### src/rtl/twd_pkg.sv
package twd_pkg;

    localparam int KIND_W     = 5;
    localparam int KIND_WFI   = 0;
    localparam int KIND_WRS   = 1;
    localparam int KIND_FENCE = 2;
    localparam int KIND_HFNC  = 3;
    localparam int KIND_HGFNC = 4;

    typedef enum logic [1:0] {
        PRIV_USER    = 2'b00,
        PRIV_SUPER   = 2'b01,
        PRIV_RSVD    = 2'b10,
        PRIV_MACHINE = 2'b11
    } priv_e;

    // Packed verdict: exec is bit 0, illegal bit 1, virtual bit 2.
    typedef struct packed {
        logic virt_trap;
        logic illegal;
        logic exec;
    } verdict_t;

    // Decoded privilege and virtualization context.
    typedef struct packed {
        logic m;
        logic s;
        logic u;
        logic v;
    } ctx_t;

    localparam verdict_t VERDICT_NONE = '{virt_trap: 1'b0, illegal: 1'b0, exec: 1'b0};

    function automatic ctx_t decode_ctx(input logic [1:0] priv, input logic virt);
        ctx_t c;
        c.u = (priv == PRIV_USER);
        c.s = (priv == PRIV_SUPER);
        c.m = priv[1];           // reserved encoding folds into machine
        c.v = virt;
        return c;
    endfunction

    // Illegal check outranks virtual check.
    function automatic verdict_t ill_first(input logic ill, input logic vrt);
        verdict_t r;
        r.illegal   = ill;
        r.virt_trap = !ill && vrt;
        r.exec      = !ill && !vrt;
        return r;
    endfunction

    // Virtual check outranks illegal check.
    function automatic verdict_t virt_first(input logic vrt, input logic ill);
        verdict_t r;
        r.virt_trap = vrt;
        r.illegal   = !vrt && ill;
        r.exec      = !vrt && !ill;
        return r;
    endfunction

    function automatic logic is_onehot(input logic [KIND_W-1:0] k);
        return (k != '0) && ((k & (k - 1'b1)) == '0);
    endfunction

endpackage

### src/rtl/twd_wait_unit.sv
module twd_wait_unit
    import twd_pkg::*;
(
    input  ctx_t     ctx,
    input  logic     has_smode,
    input  logic     ms_wait_trap,
    input  logic     hs_wait_trap,
    output verdict_t wfi_verdict,
    output verdict_t wrs_verdict
);

    logic wfi_ill;
    logic wfi_vrt;
    logic wrs_ill;
    logic wrs_vrt;

    // Wait-for-interrupt: illegal check first.
    always_comb begin
        wfi_ill = ((ctx.s || (!has_smode && ctx.u)) && ms_wait_trap)
                || (has_smode && ctx.u && !ctx.v);
        wfi_vrt = ctx.v && (ctx.u || (ctx.s && hs_wait_trap));
        wfi_verdict = ill_first(wfi_ill, wfi_vrt);
    end

    // Wait-on-reservation: virtual check first.
    always_comb begin
        wrs_vrt = ctx.v && (ctx.s || ctx.u) && hs_wait_trap && !ms_wait_trap;
        wrs_ill = !ctx.m && ms_wait_trap;
        wrs_verdict = virt_first(wrs_vrt, wrs_ill);
    end

endmodule

### src/rtl/twd_fence_unit.sv
module twd_fence_unit
    import twd_pkg::*;
(
    input  ctx_t     ctx,
    input  logic     ms_xlat_trap,
    input  logic     hs_xlat_trap,
    output verdict_t fence_verdict,
    output verdict_t hfence_verdict,
    output verdict_t hgfence_verdict
);

    logic fence_ill;
    logic fence_vrt;
    logic hf_ok;
    logic hg_pre_ill;

    // Translation fence: illegal check first.
    always_comb begin
        fence_ill = !ctx.v && (ctx.u || (ctx.s && ms_xlat_trap));
        fence_vrt = ctx.v && (ctx.u || hs_xlat_trap);
        fence_verdict = ill_first(fence_ill, fence_vrt);
    end

    // Hypervisor fence: virtual first, then privilege gate.
    always_comb begin
        hf_ok = ctx.m || (ctx.s && !ctx.v);
        hfence_verdict = virt_first(ctx.v, !hf_ok);
    end

    // Guest fence: translation-trap in host supervisor outranks all.
    always_comb begin
        hg_pre_ill = ctx.s && !ctx.v && ms_xlat_trap;
        if (hg_pre_ill) begin
            hgfence_verdict = '{virt_trap: 1'b0, illegal: 1'b1, exec: 1'b0};
        end else begin
            hgfence_verdict = hfence_verdict;
        end
    end

endmodule

### src/rtl/priv_wait_fence_decider.sv
module priv_wait_fence_decider
    import twd_pkg::*;
#(
    parameter bit OUT_REG = 1'b1
) (
    input  logic              clk,
    input  logic              rst,
    input  logic              req_valid,
    input  logic [KIND_W-1:0] req_kind,
    input  logic [1:0]        cur_priv,
    input  logic              virt_on,
    input  logic              has_smode,
    input  logic              ms_wait_trap,
    input  logic              ms_xlat_trap,
    input  logic              hs_wait_trap,
    input  logic              hs_xlat_trap,
    output logic              rsp_valid,
    output logic              rsp_exec,
    output logic              rsp_illegal,
    output logic              rsp_virtual
);

    ctx_t     ctx;
    verdict_t per_kind [KIND_W];
    verdict_t merged   [KIND_W+1];
    verdict_t decided;
    verdict_t resp_d;
    verdict_t resp_q;
    logic     valid_q;

    assign ctx = decode_ctx(cur_priv, virt_on);

    twd_wait_unit u_wait (
        .ctx          (ctx),
        .has_smode    (has_smode),
        .ms_wait_trap (ms_wait_trap),
        .hs_wait_trap (hs_wait_trap),
        .wfi_verdict  (per_kind[KIND_WFI]),
        .wrs_verdict  (per_kind[KIND_WRS])
    );

    twd_fence_unit u_fence (
        .ctx             (ctx),
        .ms_xlat_trap    (ms_xlat_trap),
        .hs_xlat_trap    (hs_xlat_trap),
        .fence_verdict   (per_kind[KIND_FENCE]),
        .hfence_verdict  (per_kind[KIND_HFNC]),
        .hgfence_verdict (per_kind[KIND_HGFNC])
    );

    // One-hot select of the verdict for the requested kind.
    assign merged[0] = VERDICT_NONE;
    for (genvar k = 0; k < KIND_W; k++) begin : g_sel
        assign merged[k+1] = merged[k] | (req_kind[k] ? per_kind[k] : VERDICT_NONE);
    end

    always_comb begin
        if (is_onehot(req_kind)) begin
            decided = merged[KIND_W];
        end else begin
            decided = '{virt_trap: 1'b0, illegal: 1'b1, exec: 1'b0};
        end
        resp_d = req_valid ? decided : VERDICT_NONE;
    end

    if (OUT_REG) begin : g_reg
        always_ff @(posedge clk) begin
            if (rst) begin
                valid_q <= 1'b0;
                resp_q  <= VERDICT_NONE;
            end else begin
                valid_q <= req_valid;
                resp_q  <= resp_d;
            end
        end

        AST_VALID_FOLLOWS: assert property (@(posedge clk) disable iff (rst)
            req_valid |=> rsp_valid);
        AST_IDLE_QUIET: assert property (@(posedge clk) disable iff (rst)
            !req_valid |=> !rsp_exec && !rsp_illegal && !rsp_virtual);
        AST_BAD_KIND_ILLEGAL: assert property (@(posedge clk) disable iff (rst)
            (req_valid && $countones(req_kind) != 1) |=> rsp_illegal);
        AST_HFENCE_VIRT: assert property (@(posedge clk) disable iff (rst)
            (req_valid && req_kind == 5'b01000 && virt_on) |=> rsp_virtual);
        AST_GUEST_TVM_FIRST: assert property (@(posedge clk) disable iff (rst)
            (req_valid && req_kind == 5'b10000 && cur_priv == 2'b01
             && !virt_on && ms_xlat_trap) |=> rsp_illegal);
        AST_WRS_MACHINE_RUNS: assert property (@(posedge clk) disable iff (rst)
            (req_valid && req_kind == 5'b00010 && cur_priv == 2'b11
             && !virt_on) |=> rsp_exec);
    end else begin : g_comb
        assign valid_q = req_valid;
        assign resp_q  = resp_d;
    end

    assign rsp_valid   = valid_q;
    assign rsp_exec    = resp_q.exec;
    assign rsp_illegal = resp_q.illegal;
    assign rsp_virtual = resp_q.virt_trap;

    AST_ONE_VERDICT: assert property (@(posedge clk) disable iff (rst)
        rsp_valid |-> $countones({rsp_exec, rsp_illegal, rsp_virtual}) == 1);

endmodule

### config.mk
export PLATFORM = sky130hd
export DESIGN_NAME = priv_wait_fence_decider
export DESIGN_NICKNAME = d
export VERILOG_FILES = /design/src/rtl/twd_pkg.sv /design/src/rtl/twd_wait_unit.sv /design/src/rtl/twd_fence_unit.sv /design/src/rtl/priv_wait_fence_decider.sv
export SDC_FILE = /design/constraint.sdc
export NUM_CORES = 1
export LEC_CHECK = 0
export ABC_AREA = 0
export BUFFER_PORTS_ARGS = -buffer_cell sky130_fd_sc_hd__buf_2
export CELL_PAD_IN_SITES_DETAIL_PLACEMENT = 1
export CELL_PAD_IN_SITES_GLOBAL_PLACEMENT = 1
export CORE_MARGIN = 5
export CORE_UTILIZATION = 23
export DETAILED_ROUTE_END_ITERATION = 12
export GPL_ROUTABILITY_DRIVEN = 0
export GPL_TIMING_DRIVEN = 0
export PLACE_DENSITY = 0.7
export RECOVER_POWER = 25
export SETUP_SLACK_MARGIN = 0.4
export SYNTH_ARGS = -nofsm -noshare
export SYNTH_HDL_FRONTEND = slang
export SYNTH_SLANG_ARGS = --single-unit
### constraint.sdc
create_clock -name clk -period 0.8 [get_ports clk]
set_input_delay 0.04 -clock clk [delete_from_list [all_inputs] [get_ports clk]]
set_output_delay 0.04 -clock clk [all_outputs]
set_load 0.01 [all_outputs]
### Yosys cells after proc, flatten, opt, wreduce, memory -nomap -nowiden

Cells that the tools add are included.

* mux-type cells: 7
* equality and inequality tests: 1
* bitwise logic cells: 7
* reduce and logical (&&, ||, !) cells: 47
* $add $sub $neg: 1

Operators by type and width (number)
* $logic_and A1 B1 Y1: 24
* $mux W3: 6
* $or A3 B3 Y3: 4
* $logic_not A1 Y1: 11
* $logic_or A1 B1 Y1: 7
* $and A5 B5 Y5: 1
* $logic_not A5 Y1: 1
* $reduce_bool A5 Y1: 1
* $sub A5 B1 Y5 const B: 1
* $reduce_or A3 Y1: 1
* $eq A2 B1 Y1 const B: 1
* $logic_not A2 Y1: 1
* $mux W2: 1
* $not A1 Y1: 2
* $reduce_or A2 Y1: 1

* word-level logic and storage cells: 67
* register bits: 4
* input port bits: 16

### Longest topological paths before layout

* word-level depth: 13
* gate-level depth with buffers: 4
* gate-level depth less buffers: 4

### Hierarchy

Synthesis repeated with hierarchy kept, for this count alone.

* cells, all modules: 60
* area total of the unflattened synthesis: 430.4 um2

By module, submodules not included
* priv_wait_fence_decider: cells an instance 26, area an instance 232.7 um2, times used 1, sequential area each 80.1 um2
* twd_fence_unit: cells an instance 17, area an instance 102.6 um2, times used 1, sequential area each 0.0 um2
* twd_wait_unit: cells an instance 17, area an instance 95.1 um2, times used 1, sequential area each 0.0 um2

### Least setup slack after synthesis

OpenSTA, ideal clock, no wires.

* path type: input to register
* start: input port virt_on
* end: register resp_q, in the netlist rsp_illegal
* stages: 3
* setup slack: 0.032 ns
* arrival time: 0.694 ns
* path through: or3_1 -> a31o_1 -> a31oi_1

* longest elaborated chain between the ends: 11
* elaborated cells on any way between the ends: 25

RTL lines
* start: declaration: line priv_wait_fence_decider.sv:11 `input logic virt_on,`
* $logic_and A1 B1 Y1 (3 in series): line twd_wait_unit.sv:27 `wrs_vrt = ctx.v && (ctx.s || ctx.u) && hs_wait_trap && !ms_wait_trap;`
* $logic_not A1 Y1: line twd_pkg.sv:56 `r.illegal = !vrt && ill;`
* $logic_and A1 B1 Y1: line twd_pkg.sv:56
* $mux W3: line priv_wait_fence_decider.sv:54 `assign merged[k+1] = merged[k] | (req_kind[k] ? per_kind[k] : VERDICT_NONE);`
* $or A3 B3 Y3 (3 in series): line priv_wait_fence_decider.sv:54
* $or A3 B3 Y3 *: line priv_wait_fence_decider.sv:54
* $mux W2 *: line priv_wait_fence_decider.sv:58 `if (is_onehot(req_kind)) begin`
* end signal: assignment: line priv_wait_fence_decider.sv:73 `resp_q <= resp_d;`
* end: declaration: line priv_wait_fence_decider.sv:28 `verdict_t resp_q;`

Mark *: on every way between the ends. The rest lies on a longest branch, timed or not.
A chain may end at the register's enable or synchronous reset.

### Worst setup path in the final report

* start: input port req_kind[3]
* end: register resp_q, in the netlist rsp_illegal

* longest elaborated chain between the ends: 5
* elaborated cells on any way between the ends: 9

RTL lines
* start: declaration: line priv_wait_fence_decider.sv:9 `input logic [KIND_W-1:0] req_kind,`
* $sub A5 B1 Y5: line twd_pkg.sv:62 `return (k != '0) && ((k & (k - 1'b1)) == '0);`
* $and A5 B5 Y5: line twd_pkg.sv:62
* $logic_not A5 Y1: line twd_pkg.sv:62
* $logic_and A1 B1 Y1: line twd_pkg.sv:62
* $mux W2 *: line priv_wait_fence_decider.sv:58

Marked as above.

==> impl_results.md <==
* Outcome: completed
* Post-route cell area at about 500 µm²
* Fin crit share at 0.891
* Ys Warns at 0
* Avg WL per Cell at 13.2 µm
* Die Area at 0.00232 mm²
* Switching fraction of total power at 0.272
* Max FO, Critical Path at 6
* Worst hold path endpoint: rsp_valid$_SDFF_PP0_
* Initial antenna violation count at 0
* Synth unique cells at 24
* Final setup vio count at 0
* Initial DRC count at 4
* Finished Layout Cells at 83
* DP HPWL at ~840 µm
* Slew headroom at 0.804
* CTS tree: done
* Vias in the first global route at about 440
* Ys async rst share at 0
* Most common cell in the netlist: o21ai_0
* DRC viols at 0
* Post-synth top area cell: dfxtp_1
* Mapped Cells at between 40 and 50
* Leak at 0.236 nW
* Placement Cell Area at roughly 450 µm²
* Share of layout cells above drive strength 1 at 0.368
* I/O pin total at 20
* Final WL at 1100 µm
* CP max-delay cell: or3_1
* Clk sinks at 4
* Fin util at 0.372
* Seq pwr share at 0.332
* Postcts setup bufs at 0
* Final Slew Violations at 0
* Hold path depth at 3
* ANT cells at 0
* Peak supply drop at a little under 0.0007 V
* Top cell type's share of synthesized area at 0.239
* ANT nets after route at 0
* Min-delay src: req_valid
* Crit path kind: in -> reg
* Commonest cells in the netlist: o21ai_0 (6), dfxtp_1 (4), nor2_1 (4), nor2b_1 (4)
* Pint at around 0.46 mW
* Synthesized area per cell at about 7.3 µm²
* Power per cell area at 1270 mW/mm²
* Max_cap viols at 0
* Die width at approximately 48 µm
* Seq cells post-synth at 4
* DR vias/cell at 5.11
* Synth top area cells: dfxtp_1 (24%), o21ai_0 (9.0%), nor2b_1 (7.5%)
* Placed insts at 80
* # fillers at ~180
* Min cycle time layout at 0.713 ns
* Overall power at 0.633 mW
* Worst Tran Pin Value at 0.290 ns
* RSZ-0062 raised after global routing: yes
* Starting density of the core at 0.251
* Syn-to-layout area delta at 48.1%
* Drt pass-1 iters at 3
* Critical path cell sequence: clkbuf_4 -> nor3_4 -> or3_1 -> a31o_1 -> a31oi_1
* Nets at 86
* Core ar. at 0.00133 mm²
* Max stage delay on crit path at 0.30 ns
* First-pass GRT wire length at 1920 µm
* Sw Pwr at 0.172 mW
* Crit path required time at 0.96 ns
* Vias post-DR at 424
* # H-tree levels at 1
* Sequential area share after synthesis at 0.239
* Largest net degree at the start of global routing at 9
* # port buffers at 19
* Critical path startpoint category: input port
* Syn nets at 62
* Post-synth EDFFs at 0
* CTS root buf: clkbuf_4
* Clk pin slew, worst setup/hold paths at 0.04 ns
* Fmax at 1400 MHz
* Final hold vios at 0
* Cts bufs inserted at 3
* Gate power share at 0.284
* Grt total ovfl at 0
* Top FF cell, synth: dfxtp_1
* Clk network pwr share at 0.384
* Crit end category: register
* Clock Path Buffers at 2
* Row count at 13
* Arrival @ worst endpoint at 0.87 ns
* Setup TNS at 0 ns
* Worst hold path class: in -> reg
* Die Span Y at 48.2 µm
* Synthesized area at roughly 340 µm²
* Total GRT Usage at 0.116
==> metal layers <==
metal / wire, µm / share of wire / global-route usage / vias up
li1: - / - / - / 219
met1: 504 / 0.46 / 0.151 / 196
met2: 545 / 0.50 / 0.193 / 9
met3: 46 / 0.042 / 0.0332 / 0
met4: 0 / 0 / 0.0161 / 0
met5: 0 / 0 / 0 / -
==> cell families (layout without fill, tap and decap cells) <==
family          count (synthesis)  count (layout)  share of synthesized area
compound gates                 19              19                      0.381
simple gates                   19              19                      0.321
flops                           4               4                      0.239
buf+inv                         3              25                     0.0336
xor+xnor                        1               1                     0.0261
==> power groups by stage <==
stage | Clock, mW | Sequential, mW | Combinational (mW)
2_1_floorplan | 0 | 0.218 | 0.0749
3_3_place_gp | 0 | 0.213 | 0.165
3_5_place_dp | 0 | 0.213 | 0.167
4_1_cts | 0.260 | 0.210 | 0.176
5_1_grt | 0.272 | 0.210 | 0.206
6_report | 0.243 | 0.210 | 0.180
==> worst max-delay path by stage <==
stage,startpoint,to,slack (ns),depth (start not counted)
detailed placement,req_kind[3],rsp_illegal$_SDFF_PP0_,-0.18,5
finish,req_kind[3],rsp_illegal$_SDFF_PP0_,0.09,5
floorplan,virt_on,rsp_illegal$_SDFF_PP0_,0.03,3
CTS,rsp_valid$_SDFF_PP0_,rsp_valid,0.10,1
global placement,req_kind[3],rsp_illegal$_SDFF_PP0_,-0.17,5
global route,req_kind[3],rsp_virtual$_SDFF_PP0_,0.04,5
==> metrics by stage <==
stage | hold slack [ns] | worst slack (ns)
after detailed placement | 0.298 | -0.177
after floorplan | 0.178 | 0.0319
final | 0.0628 | 0.0869
after global placement | 0.280 | -0.169
after global routing | 0.0755 | 0.0430
after CTS | 0.0521 | 0.101
==> layout make-up <==
cell class	count	area, µm²	area share
Sequential cell	4	80.1	0.161
Multi-Input combinational cell	39	258	0.519
Tap cell	15	18.8	0.0378
Timing Repair Buffer	19	106	0.214
Clock buffer	3	22.5	0.0453
Inverter	3	11.3	0.0227
==> placed cells by master (no fill, tap or decap), types with 2 or more instances in the layout <==
cell	netlist	final
nor2_1	4	4
nand3b_1	2	2
o21ai_0	6	4
a31oi_1	2	2
inv_1	3	3
o211ai_1	2	2
clkbuf_4	0	4
o21ai_1	0	2
nand2_1	3	3
dfxtp_1	4	4
nor2b_1	4	3
a21oi_1	2	2
buf_2	0	16
==> repair_timing <==
action / CTS / global route
hold buffers: 0 / 0
pin swaps: 2 / 5
setup endpoints to repair: 7 / 7
resized for setup: 4 / 7
==> worst max-delay path: cells and delay by family <==
| kind | cells | cell delay [ns] |
|---|---|---|
| buf+inv | 1 | 0.16 |
| compound gates | 2 | 0.31 |
| simple gates | 2 | 0.36 |
==> registers in the layout, summed over array words and instances, names as in the netlist <==
register     flops
rsp_exec         1
rsp_illegal      1
rsp_valid        1
rsp_virtual      1
Note: power is estimated with default switching activity, not from simulation.
